**src/rtl/conv_seq_pkg.sv**
```systemverilog
`timescale 1ns/1ps
package conv_seq_pkg;

   typedef enum logic {
      SEQ_IDLE = 1'b0,
      SEQ_BUSY = 1'b1
   } seq_state_e;

   // Length of the request delay chain: synchroniser stages plus skew taps
   function automatic int req_chain_len(input int stages, input int max_skew);
      return stages + max_skew;
   endfunction

   // Counter value at which the continue decision is committed
   function automatic int commit_point(input int conv, input int guard, input int stages);
      return conv - guard + stages - 1;
   endfunction

endpackage

```
**src/rtl/conv_rst_sampler.sv**
```systemverilog
`timescale 1ns/1ps
module conv_rst_sampler #(
   parameter bit FALL_EDGE = 1'b1
) (
   input  logic clk,
   input  logic rst_n,
   output logic rel_q
);

   generate
      if (FALL_EDGE) begin : g_fall
         always_ff @(negedge clk or negedge rst_n) begin
            if (!rst_n) rel_q <= 1'b0;
            else        rel_q <= 1'b1;
         end
      end else begin : g_rise
         always_ff @(posedge clk or negedge rst_n) begin
            if (!rst_n) rel_q <= 1'b0;
            else        rel_q <= 1'b1;
         end
      end
   endgenerate

endmodule

```
**src/rtl/conv_req_sync.sv**
```systemverilog
`timescale 1ns/1ps
module conv_req_sync
   import conv_seq_pkg::*;
#(
   parameter int SYNC_STAGES = 2,
   parameter int MAX_SKEW    = 2,
   localparam int SKEW_W     = $clog2(MAX_SKEW + 1),
   localparam int CHAIN_LEN  = req_chain_len(SYNC_STAGES, MAX_SKEW),
   localparam int TAP_BASE   = SYNC_STAGES - 2
) (
   input  logic              clk,
   input  logic              rel_q,
   input  logic              start_n,
   input  logic [SKEW_W-1:0] skew_sel,
   output logic              req_fall,
   output logic              req_low
);

   logic [CHAIN_LEN-1:0] chain_q;
   logic [SKEW_W-1:0]    skew_eff;
   logic                 tap_cur;
   logic                 tap_old;

   // first stage samples the raw request
   always_ff @(posedge clk) begin
      if (!rel_q) chain_q[0] <= 1'b1;
      else        chain_q[0] <= start_n;
   end

   // remaining synchroniser and skew stages
   generate
      for (genvar g = 1; g < CHAIN_LEN; g++) begin : g_stage
         always_ff @(posedge clk) begin
            if (!rel_q) chain_q[g] <= 1'b1;
            else        chain_q[g] <= chain_q[g-1];
         end
      end
   endgenerate

   assign skew_eff = (skew_sel > SKEW_W'(MAX_SKEW)) ? SKEW_W'(MAX_SKEW) : skew_sel;

   always_comb begin
      tap_cur = chain_q[TAP_BASE];
      tap_old = chain_q[TAP_BASE+1];
      for (int k = 0; k <= MAX_SKEW; k++) begin
         if (skew_eff == SKEW_W'(k)) begin
            tap_cur = chain_q[TAP_BASE+k];
            tap_old = chain_q[TAP_BASE+k+1];
         end
      end
   end

   assign req_fall = tap_old & ~tap_cur;
   assign req_low  = ~tap_cur;

endmodule

```
**src/rtl/conv_seq_ctrl.sv**
```systemverilog
`timescale 1ns/1ps
module conv_seq_ctrl
   import conv_seq_pkg::*;
#(
   parameter int CONV_CYCLES  = 160,
   parameter int GUARD_CYCLES = 20,
   parameter int SYNC_STAGES  = 2,
   localparam int CNT_W       = $clog2(CONV_CYCLES),
   localparam int LAST_CNT    = CONV_CYCLES - 1,
   localparam int COMMIT_CNT  = commit_point(CONV_CYCLES, GUARD_CYCLES, SYNC_STAGES)
) (
   input  logic clk,
   input  logic rel_q,
   input  logic req_fall,
   input  logic req_low,
   output logic done_n,
   output logic load
);

   seq_state_e       state_q;
   logic [CNT_W-1:0] cnt_q;
   logic             keep_q;
   logic             at_last;
   logic             at_commit;

   assign at_last   = (state_q == SEQ_BUSY) && (cnt_q == CNT_W'(LAST_CNT));
   assign at_commit = (state_q == SEQ_BUSY) && (cnt_q == CNT_W'(COMMIT_CNT));
   assign load      = at_last;

   always_ff @(posedge clk) begin
      if (!rel_q) begin
         state_q <= SEQ_IDLE;
         cnt_q   <= '0;
         keep_q  <= 1'b0;
         done_n  <= 1'b1;
      end else if (at_last) begin
         // completion: strobe low, optionally chain the next conversion
         done_n <= 1'b0;
         keep_q <= 1'b0;
         cnt_q  <= '0;
         if (keep_q) state_q <= SEQ_BUSY;
         else        state_q <= SEQ_IDLE;
      end else if (state_q == SEQ_BUSY) begin
         cnt_q  <= cnt_q + 1'b1;
         done_n <= 1'b1;
         if (at_commit) keep_q <= req_low;
      end else if (req_fall) begin
         state_q <= SEQ_BUSY;
         cnt_q   <= '0;
      end
   end

endmodule

```
**src/rtl/conv_result_reg.sv**
```systemverilog
`timescale 1ns/1ps
module conv_result_reg #(
   parameter int DATA_W = 16
) (
   input  logic              clk,
   input  logic              rel_q,
   input  logic              load,
   input  logic [DATA_W-1:0] sample_in,
   output logic [DATA_W-1:0] result,
   output logic              result_valid
);

   always_ff @(posedge clk) begin
      if (!rel_q) begin
         result       <= '0;
         result_valid <= 1'b0;
      end else if (load) begin
         result       <= sample_in;
         result_valid <= 1'b1;
      end
   end

endmodule

```
**src/rtl/conv_timing_seq.sv**
```systemverilog
`timescale 1ns/1ps
module conv_timing_seq #(
   parameter int DATA_W       = 16,
   parameter int CONV_CYCLES  = 160,
   parameter int GUARD_CYCLES = 20,
   parameter int SYNC_STAGES  = 2,
   parameter int MAX_SKEW     = 2,
   parameter bit RST_ON_FALL  = 1'b1,
   localparam int SKEW_W      = $clog2(MAX_SKEW + 1)
) (
   input  logic              clk,
   input  logic              rst_n,
   input  logic              start_n,
   input  logic [SKEW_W-1:0] skew_sel,
   input  logic [DATA_W-1:0] sample_in,
   output logic              done_n,
   output logic [DATA_W-1:0] result,
   output logic              result_valid
);

   generate
      if (DATA_W < 1) begin : g_bad_width
         $error("conv_timing_seq: DATA_W must be positive");
      end
      if (SYNC_STAGES < 2) begin : g_bad_sync
         $error("conv_timing_seq: SYNC_STAGES must be at least 2");
      end
      if (MAX_SKEW < 1) begin : g_bad_skew
         $error("conv_timing_seq: MAX_SKEW must be at least 1");
      end
      if (GUARD_CYCLES < SYNC_STAGES || CONV_CYCLES <= GUARD_CYCLES + 1) begin : g_bad_guard
         $error("conv_timing_seq: guard window must fit inside one conversion");
      end
   endgenerate

   logic rel_q;
   logic req_fall;
   logic req_low;
   logic load;

   conv_rst_sampler #(
      .FALL_EDGE (RST_ON_FALL)
   ) u_rst (
      .clk   (clk),
      .rst_n (rst_n),
      .rel_q (rel_q)
   );

   conv_req_sync #(
      .SYNC_STAGES (SYNC_STAGES),
      .MAX_SKEW    (MAX_SKEW)
   ) u_sync (
      .clk      (clk),
      .rel_q    (rel_q),
      .start_n  (start_n),
      .skew_sel (skew_sel),
      .req_fall (req_fall),
      .req_low  (req_low)
   );

   conv_seq_ctrl #(
      .CONV_CYCLES  (CONV_CYCLES),
      .GUARD_CYCLES (GUARD_CYCLES),
      .SYNC_STAGES  (SYNC_STAGES)
   ) u_ctrl (
      .clk      (clk),
      .rel_q    (rel_q),
      .req_fall (req_fall),
      .req_low  (req_low),
      .done_n   (done_n),
      .load     (load)
   );

   conv_result_reg #(
      .DATA_W (DATA_W)
   ) u_res (
      .clk          (clk),
      .rel_q        (rel_q),
      .load         (load),
      .sample_in    (sample_in),
      .result       (result),
      .result_valid (result_valid)
   );

endmodule

```
**config.mk**
```make
export PLATFORM = sky130hd
export DESIGN_NAME = conv_timing_seq
export DESIGN_NICKNAME = d
export VERILOG_FILES = /design/src/rtl/conv_seq_pkg.sv /design/src/rtl/conv_rst_sampler.sv /design/src/rtl/conv_req_sync.sv /design/src/rtl/conv_seq_ctrl.sv /design/src/rtl/conv_result_reg.sv /design/src/rtl/conv_timing_seq.sv
export SDC_FILE = /design/constraint.sdc
export NUM_CORES = 1
export LEC_CHECK = 0
export BUFFER_PORTS_ARGS = -buffer_cell sky130_fd_sc_hd__clkbuf_2
export CAP_MARGIN = 20
export CORE_MARGIN = 4
export CORE_UTILIZATION = 25
export CTS_CLUSTER_SIZE = 14
export DETAILED_ROUTE_END_ITERATION = 10
export PLACE_DENSITY = 0.53
export SYNTH_ARGS = -nofsm -noshare
export SYNTH_HDL_FRONTEND = slang
export SYNTH_SLANG_ARGS = --single-unit
```
**constraint.sdc**
```tcl
create_clock -name clk -period 1.5 [get_ports clk]
set_input_delay 0.225 -clock clk [delete_from_list [all_inputs] [get_ports clk]]
set_output_delay 0.225 -clock clk [all_outputs]
set_load 0.01 [all_outputs]
```
==> summary.md, run 1 <==
| Metric | Value |
|---|---|
| Die height | `82.87 µm` |
| Max IR drop VDD | `0.4759 mV` |
| Worst Setup Path Type | `flop to flop` |
| Synth top area cells | `dfxtp_1 46%, nand2_1 10%, a21boi_0 4.8%` |
| Synth-to-layout area growth | `45.71%` |
| FF-to-FF path depth | `3` |
| Core footprint | `0.005270 mm²` |
| Most frequent cell after synthesis | `nand2_1` |
| Crit. End Element | `flop` |
| Status | `complete, but fails checks` |
| Post-synth EDFFs | `0` |
| Area leader, netlist | `dfxtp_1` |
| DR iter-0 viols | `68` |
| Post-Synthesis Cells | `154` |
| CTS Buffer Depth | `2` |
| Worst hold start | `start_n` |
| Min-Delay Path Class | `primary input to flop` |
| Dpl hpwl | `2416 µm` |
| Slowest stage delay, CP | `360 ps` |
| Final wirelength | `3350 µm` |
| Num CTS Buffers | `5` |
| GRT Total Usage | `0.1012` |
| Final hold vios | `0` |
| Post-synthesis sequential area ratio | `0.4750` |
| Yosys top cell area share | `0.4571` |
| Worst Setup EP | `u_res.result[6]$_SDFFE_PN0P_` |
| Critical Path, Cell by Cell | `buf_12 > clkbuf_16 > a21boi_2` |
| Final worst setup slack | `-158.1 ps` |
| CTS tree | `done` |
| Remaining antenna violation count | `0` |
| CTS root buffer | `clkbuf_8` |
| Reg2Reg Capture Point | `u_res.result[6]$_SDFFE_PN0P_` |
| Net count, final | `240` |
| Hold Buf Count CTS | `0` |
| Post-synth top cells | `38 x nand2_1, 32 x dfxtp_1, 9 x a21boi_0, 8 x a21boi_1` |
| Vias per cell | `4.507` |
| # rows | `26` |
| Worst Path Required | `1670 ps` |
| DRT Pass-1 Iters | `4` |
| Power per Cell Area | `833.5 mW/mm²` |
| Number of cells on the critical path | `3` |
| Share of layout cells above drive strength 1 | `0.4312` |
| Worst path buffer plus inverter count | `2` |
| Die X | `82.87 µm` |
| Top FF cell, synth | `dfxtp_1` |
| Layout Utilization | `0.3875` |
| Vias | `1298` |
| Post-Synthesis Cell Area | `0.001401 mm²` |
| Reg2reg setup slack | `-160 ps` |
| Final Slew Violations | `0` |
| Starting Density | `0.2659` |
| Worst skew pair latency | `280 ps` |
| Crit path max fanout | `6` |
| Port bufs | `38` |
| Library cells used by synthesis | `38` |
| IO Count | `39` |
| Crit start category | `flop` |
| Grt ovf | `0` |
| Vias in the first global route | `1296` |
| Final count of negative-setup-slack endpoints | `32` |
| CP startpoint | `u_rst.rel_q$_DFF_NN0_` |
| Syn Area/Cell | `9.100 µm²` |
| WL/cell | `11.63 µm` |
| Max-cap viol count | `0` |
| Slowest-stage cell, CP | `dfrtn_1` |
| Setup Skew | `10.59 ps` |
| Diodes inserted | `0` |
| Reg2Reg Launch Point | `u_rst.rel_q$_DFF_NN0_` |
| Setup_tns | `-4105 ps` |
| Global-route wire length before repair | `5878 µm` |
| Seq cells post-synth | `33` |
| Die area | `0.006867 mm²` |
| Power Total | `1702 µW` |
| Pin count of the biggest net entering global routing | `11` |
| Ys async rst share | `0.03030` |
| Placer congestion estimate | `0.7314` |
| Top delay family on crit path | `flip-flops` |
| Initial antenna violation count | `0` |
| Leakage power | `0.0008261 µW` |
| DR DRC count | `0` |
| Fillcell total | `568` |
| RSZ-0062 raised after global routing | `true` |
| Clock sink count | `33` |
| Failing checks | `setup timing` |
| Syn Nets | `177` |
| Synth warn | `0` |
| Critical path data arrival time | `1830 ps` |
| Htree depth | `2` |
| Clock transition at the registers of the reported paths | `60 ps` |
## worst min-delay path by stage
stage | endpoint | slack (ps) | depth (start not counted)
2_1_floorplan | u_sync.chain_q[0]$_SDFF_PN1_ | 330 | 1
3_3_place_gp | u_sync.chain_q[0]$_SDFF_PN1_ | 410 | 2
3_5_place_dp | u_sync.chain_q[0]$_SDFF_PN1_ | 410 | 2
4_1_cts | u_sync.chain_q[0]$_SDFF_PN1_ | 120 | 2
5_1_grt | u_sync.chain_q[0]$_SDFF_PN1_ | 140 | 2
6_report | u_sync.chain_q[0]$_SDFF_PN1_ | 130 | 2
## report_power, final
part	switching [µW]	internal (µW)	total (µW)
sequential	6.49	886	892
combinational	59.9	81.6	141
clock	294	374	668
total	361	1340	1700
## layout make-up
type / instances / area, µm² / share of cell area
Inverter: 3 / 11.26 / 0.005515
Clock buffer: 8 / 90.09 / 0.04412
Tap cell: 70 / 87.58 / 0.04289
Timing Repair Buffer: 63 / 426.7 / 0.2089
Multi-Input combinational cell: 111 / 760.7 / 0.3725
Sequential cell: 33 / 665.6 / 0.3260
## layout by cell type (no fill, tap or decap), types with 3 or more instances in the layout
master,n
clkbuf_2,38
nand2_1,37
dfxtp_1,32
buf_4,20
a21boi_2,16
o21ai_0,7
nor2_1,7
clkbuf_8,6
a21oi_1,4
inv_1,3
nand2b_1,3
nand3_1,3
## state kept, by name (all words and copies together), names as in the netlist
name,count
u_ctrl.cnt_q,8
u_ctrl.keep_q,1
u_res.result_valid,1
u_ctrl.done_n,1
u_res.result,16
u_ctrl.state_q,1
u_sync.chain_q,4
u_rst.rel_q,1
## cell families (layout without fill, tap and decap cells)
group                      after synthesis  count (layout)  share of synthesized area
and+or+nand+nor                         67              67                     0.2554
other                                    1               1                   0.002676
AOI/OAI and AO/OA                       38              38                     0.1830
muxes                                    2               2                    0.01429
adders and majority gates                2               2                    0.01785
xor gates and xnor gates                 1               1                   0.006251
DFF                                     33              33                     0.4750
buffers and inverters                   10              74                    0.04553
## routing by layer
layer	global-route usage	routed length, µm	vias up
met1	0.1255	1584	601
li1	-	-	658
met3	0.03960	209	5
met5	0	0	-
met2	0.1582	1525	34
met4	0.03715	31	0
## stage by stage
step,hold slack [ps],setup slack [ps],instances,instance area (µm²)
final,127.4,-158.1,288,2042
after global routing,137.0,-190.1,288,2042
after CTS,121.2,-144.2,287,2002
after detailed placement,411.2,-234.6,277,1792
after global placement,406.3,-183.2,277,1792
after floorplan,326.5,-126.9,154,1406
## repair_timing
item	4_1_cts	5_1_grt
resized for setup	27	3
setup buffers	1	0
endpoints found under the setup margin	32	32
hold endpoints to repair	0	0
pin swaps	0	1
gates cloned	1	1
## worst reg2reg max path, cell delays in order, from the launching register on
cell and delay [ps]:
dfrtn_1 360, buf_12 150, clkbuf_16 140, a21boi_2 140
Power figures use the tool's default switching activity.
==> run 2, diff against run 1 <==
--- a/config.mk
+++ b/config.mk
@@ -7,11 +7,12 @@
 export LEC_CHECK = 0
 export BUFFER_PORTS_ARGS = -buffer_cell sky130_fd_sc_hd__clkbuf_2
 export CAP_MARGIN = 20
-export CORE_MARGIN = 4
+export CORE_MARGIN = 1.5
 export CORE_UTILIZATION = 25
 export CTS_CLUSTER_SIZE = 14
 export DETAILED_ROUTE_END_ITERATION = 10
 export PLACE_DENSITY = 0.53
+export RECOVER_POWER = 100
 export SYNTH_ARGS = -nofsm -noshare
 export SYNTH_HDL_FRONTEND = slang
 export SYNTH_SLANG_ARGS = --single-unit
==> summary.md, run 2 (synthesis results as in run 1) <==
| Metric | Value |
|---|---|
| Fillcell total | `603 (+6.2%)` |
| Placer congestion estimate | `0.7388 (+1.0%)` |
| Max Used Layer | `met4` |
| Htree depth | `2 (unchanged)` |
| IO Count | `39 (unchanged)` |
| Final count of negative-setup-slack endpoints | `32 (unchanged)` |
| Failing checks | `setup timing` |
| Hold EP | `u_sync.chain_q[0]$_SDFF_PN1_` |
| Vias | `1251 (-3.6%)` |
| Global-route wire length before repair | `5478 µm (-6.8%)` |
| Max reg flops | `16 (unchanged)` |
| Die X | `77.87 µm (-6.0%)` |
| Crit start category | `flop` |
| Multi-input gate area | `733.2 µm² (-3.6%)` |
| Setup Skew | `7.901 ps (-2.690 ps)` |
| Final Slew Violations | `0 (unchanged)` |
| Top flop regs | `u_res.result: 16 flops, u_ctrl.cnt_q: 8 flops, u_sync.chain_q: 4 flops` |
| Met2 wire len | `1393 µm (-8.7%)` |
| Leakage power | `0.0007187 µW (-13%)` |
| Met1 WL | `1532 µm (-3.3%)` |
| Reg2Reg Capture Point | `u_ctrl.cnt_q[6]$_SDFFE_PP0P_` |
| Worst hold start | `start_n` |
| Dpl hpwl | `2194 µm (-9.2%)` |
| Final wirelength | `3120 µm (-6.9%)` |
| Grt ovf | `0 (unchanged)` |
| Diodes inserted | `0 (unchanged)` |
| Pin count of the biggest net entering global routing | `19 (+8)` |
| Final worst setup slack | `-142.2 ps (+15.84 ps)` |
| WL/cell | `10.91 µm (-6.2%)` |
| Critical path data arrival time | `1860 ps (+30 ps)` |
| Top reg by flops | `u_res.result` |
| Clock sink count | `33 (unchanged)` |
| Status | `complete, but fails checks` |
| RSZ-0062 raised after global routing | `true` |
| CTS root buffer | `clkbuf_8` |
| GRT Total Usage | `0.1146 (+0.01349)` |
| Max-cap viol count | `0 (unchanged)` |
| Min-Delay Path Class | `primary input to flop` |
| Most common cell after layout, fill and taps aside | `nand2_1` |
| Dpl ws | `-158.3 ps (+76.29 ps)` |
| Layout Utilization | `0.3535 (-0.03401)` |
| Remaining antenna violation count | `0 (unchanged)` |
| Initial antenna violation count | `0 (unchanged)` |
| Port bufs | `38 (unchanged)` |
| Die area | `0.006064 mm² (-12%)` |
| Critical Path, Cell by Cell | `nand2_2 > buf_6 > a21oi_2` |
| Slowest stage delay, CP | `450 ps (+90 ps)` |
| Met3 WL | `155 µm (-26%)` |
| Hold path depth | `2 (unchanged)` |
| DRT Pass-1 Iters | `3 (-1)` |
| Power per Cell Area | `860.1 mW/mm² (+3.2%)` |
| Worst Path Required | `1720 ps (+50 ps)` |
| Vias in the first global route | `1209 (-6.7%)` |
| Reg2reg setup slack | `-140 ps (+20 ps)` |
| Worst Setup Path Type | `flop to flop` |
| Hold Buf Count CTS | `0 (unchanged)` |
| DR DRC count | `0 (unchanged)` |
| Vias per cell | `4.374 (-2.9%)` |
| Clock transition at the registers of the reported paths | `70 ps (about the same)` |
| Share of layout cells above drive strength 1 | `0.3178 (-0.1134)` |
| Net count, final | `236 (-1.7%)` |
| Crit. End Element | `flop` |
| Starting Density | `0.2561 (-0.009848)` |
| FF-to-FF path depth | `3 (unchanged)` |
| Die height | `77.87 µm (-6.0%)` |
| # rows | `27 (+3.8%)` |
| Worst skew pair latency | `290 ps (about the same)` |
| Core footprint | `0.005473 mm² (+3.8%)` |
| CTS Buffer Depth | `2 (unchanged)` |
| Slowest-stage cell, CP | `dfrtn_1` |
| Crit path max fanout | `4 (-2)` |
| FF/Latch Area | `665.6 µm² (unchanged)` |
| Final hold vios | `0 (unchanged)` |
| Max IR drop VDD | `0.3092 mV (-35%)` |
| Num CTS Buffers | `5 (unchanged)` |
| DR iter-0 viols | `52 (-24%)` |
| Synth-to-layout area growth | `38.04%` |
| Most frequent cells in the layout | `37 x nand2_1, 32 x dfxtp_1, 19 x clkbuf_2, 19 x clkbuf_1, 17 x buf_4` |
| CTS tree | `done` |
| Reg2Reg Launch Point | `u_rst.rel_q$_DFF_NN0_` |
==> run 2: cell types whose count changed in the layout (fill, tap and decap cells not counted), sizes merged <==
cell	delta
buf	-3
clkinv	+2
clkinvlp	+1
clkbuf	-4
==> run 2: stage by stage <==
| step | std cells | TNS [ps] | hold slack [ps] | total power [µW] | instance area, µm² |
|---|---|---|---|---|---|
| after detailed placement | 278 | -2877 | 408.6 | 1027 | 1799 |
| after global routing | 286 | -4423 | 116.6 | 1733 | 1934 |
| after CTS | 286 | -3203 | 112.6 | 1687 | 1947 |
| final | 286 | -2986 | 116.9 | 1664 | 1934 |
| after global placement | 278 | -2184 | 415.8 | 1026 | 1799 |
| after floorplan | 154 | -2662 | 326.5 | 967.3 | 1406 |
==> run 2: critical path, delay by kind of cell (launching register included) <==
kind / cells / cell delay (ps)
AO/OA/AOI/OAI: 1 / 90
buffers and inverters: 1 / 150
flip-flops: 1 / 450
AND/OR/NAND/NOR: 1 / 130
==> run 2: layout make-up <==
class | instances | area share
timing repair buffer | 59 | 0.1798
multi-input combinational | 111 | 0.3790
clock inverter | 3 | 0.009056
clock buffer | 5 | 0.03558
inverter | 3 | 0.005821
sequential | 33 | 0.3441
tap | 72 | 0.04657
==> run 2: where the power goes <==
group | internal, µW | switching [µW] | total [µW]
logic | 66.5 | 54.1 | 121
clock network | 320 | 331 | 651
registers | 885 | 6.85 | 892
==> run 2: repair_timing <==
| item | 4_1_cts | 5_1_grt |
|---|---|---|
| setup buffers | 0 | 0 |
| resized for setup | 17 | 3 |
| endpoints found under the hold margin | 0 | 0 |
| pin swaps | 3 | 0 |
| setup endpoints to repair | 32 | 32 |
==> run 2: worst max-delay path by stage <==
stage | slack, ps | from | cells past startpoint | to
2_1_floorplan | -130 | u_rst.rel_q$_DFF_NN0_ | 2 | u_ctrl.cnt_q[2]$_SDFFE_PP0P_
6_report | -140 | u_rst.rel_q$_DFF_NN0_ | 3 | u_ctrl.cnt_q[6]$_SDFFE_PP0P_
3_5_place_dp | -160 | u_rst.rel_q$_DFF_NN0_ | 3 | u_ctrl.cnt_q[6]$_SDFFE_PP0P_
5_1_grt | -200 | u_rst.rel_q$_DFF_NN0_ | 2 | u_res.result[15]$_SDFFE_PN0P_
4_1_cts | -150 | u_rst.rel_q$_DFF_NN0_ | 2 | u_res.result[11]$_SDFFE_PN0P_
3_3_place_gp | -120 | u_rst.rel_q$_DFF_NN0_ | 3 | u_ctrl.cnt_q[5]$_SDFFE_PP0P_
==> run 2: layer usage <==
layer	GRT usage	up-vias
met5	0	-
met4	0.04364	0
met3	0.03294	4
met2	0.1817	31
met1	0.1461	572
li1	-	644
==> run 3, diff against run 2 <==
--- a/config.mk
+++ b/config.mk
@@ -7,12 +7,16 @@
 export LEC_CHECK = 0
 export BUFFER_PORTS_ARGS = -buffer_cell sky130_fd_sc_hd__clkbuf_2
 export CAP_MARGIN = 20
+export CELL_PAD_IN_SITES_DETAIL_PLACEMENT = 2
+export CELL_PAD_IN_SITES_GLOBAL_PLACEMENT = 2
+export CORE_ASPECT_RATIO = 0.8
 export CORE_MARGIN = 1.5
 export CORE_UTILIZATION = 25
 export CTS_CLUSTER_SIZE = 14
 export DETAILED_ROUTE_END_ITERATION = 10
-export PLACE_DENSITY = 0.53
+export PLACE_DENSITY = 0.76
 export RECOVER_POWER = 100
+export SLEW_MARGIN = 0
 export SYNTH_ARGS = -nofsm -noshare
 export SYNTH_HDL_FRONTEND = slang
 export SYNTH_SLANG_ARGS = --single-unit
==> summary.md, run 3 (synthesis results as in run 1) <==
| Metric | Value |
|---|---|
| Status | `complete, but fails checks` |
| Failing checks | `setup timing` |
| Crit start category | `flop` |
| DR iter-0 viols | `13 (-75%)` |
| Dpl hpwl | `3045 µm (+39%)` |
| Min-Delay Path Class | `primary input to flop` |
| Setup_tns | `-5235 ps (-2249 ps)` |
| CTS root buffer | `clkbuf_8` |
| Clock transition at the registers of the reported paths | `70 ps (about the same)` |
| Die area | `0.006066 mm² (about the same)` |
| Hold path depth | `2 (unchanged)` |
| Die X | `86.71 µm (+11%)` |
| Worst hold start | `start_n` |
| Pin count of the biggest net entering global routing | `25 (+6)` |
| P_int | `1514 µW (+19%)` |
| FF-to-FF path depth | `3 (unchanged)` |
| Clk pwr share | `0.462 (+0.071)` |
| Cell area after layout | `0.002092 mm² (+8.1%)` |
| Final Slew Violations | `0 (unchanged)` |
| Worst Setup Path Type | `flop to flop` |
| DRT Pass-1 Iters | `3 (unchanged)` |
| DR DRC count | `0 (unchanged)` |
| Synth-to-layout area growth | `49.29%` |
| GRT Total Usage | `0.1605 (+0.04586)` |
| Vias | `1356 (+8.4%)` |
| CTS Buffer Depth | `2 (unchanged)` |
| RSZ-0062 raised after global routing | `true` |
| Power per Cell Area | `933.1 mW/mm² (+8.5%)` |
| Die height | `69.97 µm (-10%)` |
| Worst skew pair latency | `290 ps (about the same)` |
| Fillcell total | `623 (+3.3%)` |
| Setup Skew | `5.243 ps (-2.658 ps)` |
| Final worst setup slack | `-192.2 ps (-50.00 ps)` |
| Crit path max fanout | `6 (+2)` |
| Reg2Reg Capture Point | `u_res.result[4]$_SDFFE_PN0P_` |
| Crit. End Element | `flop` |
| Reg2Reg Launch Point | `u_rst.rel_q$_DFF_NN0_` |
| Vias in the first global route | `1487 (+23%)` |
| Core footprint | `0.005435 mm² (-0.69%)` |
| # rows | `24 (-11%)` |
| Clock sink count | `33 (unchanged)` |
| Num CTS Buffers | `5 (unchanged)` |
| Port bufs | `38 (unchanged)` |
| Reg2reg setup slack | `-190 ps (-50 ps)` |
| Net count, final | `241 (+2.1%)` |
| Hold Buf Count CTS | `0 (unchanged)` |
| Combinational share of power | `0.081 (+0.008)` |
| Grt ovf | `0 (unchanged)` |
| Top reg by flops | `u_res.result` |
| Initial antenna violation count | `0 (unchanged)` |
| Vias per cell | `4.566 (+4.4%)` |
| Diodes inserted | `0 (unchanged)` |
| Share of layout cells above drive strength 1 | `0.3744 (+0.05667)` |
| Final count of negative-setup-slack endpoints | `32 (unchanged)` |
| Final wirelength | `4797 µm (+54%)` |
| Most common cell after layout, fill and taps aside | `nand2_1` |
| CTS tree | `done` |
| Placed inst area | `0.001814 mm² (+0.83%)` |
| Starting Density | `0.2578 (+0.001768)` |
| Htree depth | `2 (unchanged)` |
| Hold EP | `u_sync.chain_q[0]$_SDFF_PN1_` |
| Critical path data arrival time | `1930 ps (+70 ps)` |
| Power Total | `1952 µW (+17%)` |
| Global-route wire length before repair | `7410 µm (+35%)` |
| Leakage power | `0.0007780 µW (+8.3%)` |
| Hold Slack | `107.9 ps (-9.027 ps)` |
| WL/cell | `16.15 µm (+48%)` |
| Max reg flops | `16 (unchanged)` |
| Most frequent cells in the layout | `37 x nand2_1, 32 x dfxtp_1, 21 x buf_4` |
| Placer congestion estimate | `0.6988 (-5.4%)` |
| Switching share of total power | `0.2242 (-0.01145)` |
| IO Count | `39 (unchanged)` |
| Max IR drop VDD | `0.4204 mV (+36%)` |
| Remaining antenna violation count | `0 (unchanged)` |
| Sequential share of power | `0.457 (-0.079)` |
| Max-cap viol count | `0 (unchanged)` |
| Top flop regs | `u_res.result: 16 flops, u_ctrl.cnt_q: 8 flops, u_sync.chain_q: 4 flops` |
| Final hold vios | `0 (unchanged)` |
| Worst Path Required | `1730 ps (about the same)` |
| Net switching power | `437.6 µW (+12%)` |
## run 3: cell types whose count changed in the layout (fill, tap and decap cells not counted), sizes merged
cell and change:
bufinv +1, clkinv -2, buf +3, clkinvlp -1
clkbuf +4
## run 3: critical path: stages (launching register included)
cell and delay, ps:
dfrtn_1 450, buf_12 150, clkbuf_16 140, a21boi_2 140
## run 3: layout make-up
type | instances | area [µm²] | share of cell area
multi-input combinational | 111 | 775.7 | 0.3708
timing repair buffer | 64 | 425.4 | 0.2033
sequential | 33 | 665.6 | 0.3182
inverter | 3 | 11.26 | 0.005383
tap | 78 | 97.59 | 0.04665
clock inverter | 1 | 30.03 | 0.01435
clock buffer | 7 | 86.33 | 0.04127
## run 3: repair_timing
action                     4_1_cts  5_1_grt
gates resized for setup         18       12
buffers inserted                 0        1
cloned                           0        3
setup endpoints to repair       32       32
pin swaps                        0        1
hold endpoints to repair         0        0
## run 3: power groups by stage
stage	Sequential, µW	Combinational [µW]	Clock [µW]
6_report	892	157	903
5_1_grt	893	170	956
4_1_cts	892	126	915
3_5_place_dp	912	123	0
3_3_place_gp	912	119	0
2_1_floorplan	912	55.0	0
## run 3: metal layers
metal / vias to the layer above / GRT usage / wire, µm
met2: 23 / 0.2569 / 2289
met5: - / 0 / 0
met1: 676 / 0.2022 / 2290
li1: 652 / - / -
met3: 5 / 0.04492 / 171
met4: 0 / 0.06631 / 45
## run 3: per-stage QoR
| stage | std cells | setup slack, ps | utilization |
|---|---|---|---|
| global placement | 285 | -197.6 | 0.3338 |
| CTS | 293 | -198.2 | 0.3653 |
| detailed placement | 285 | -264.2 | 0.3338 |
| finish | 297 | -192.2 | 0.3849 |
| global route | 297 | -233.1 | 0.3849 |
| floorplan | 154 | -126.9 | - |
## run 3: worst max path at each step
stage                          startpoint  slack (ps)  depth (start not counted)                           end
floorplan           u_rst.rel_q$_DFF_NN0_        -130                          2  u_ctrl.cnt_q[2]$_SDFFE_PP0P_
global placement    u_rst.rel_q$_DFF_NN0_        -200                          2  u_ctrl.cnt_q[2]$_SDFFE_PP0P_
detailed placement  u_rst.rel_q$_DFF_NN0_        -260                          2    u_ctrl.keep_q$_SDFFE_PP0P_
CTS                 u_rst.rel_q$_DFF_NN0_        -200                          2    u_ctrl.keep_q$_SDFFE_PP0P_
global route        u_rst.rel_q$_DFF_NN0_        -230                          4     u_ctrl.state_q$_SDFF_PN0_
finish              u_rst.rel_q$_DFF_NN0_        -190                          3  u_res.result[4]$_SDFFE_PN0P_
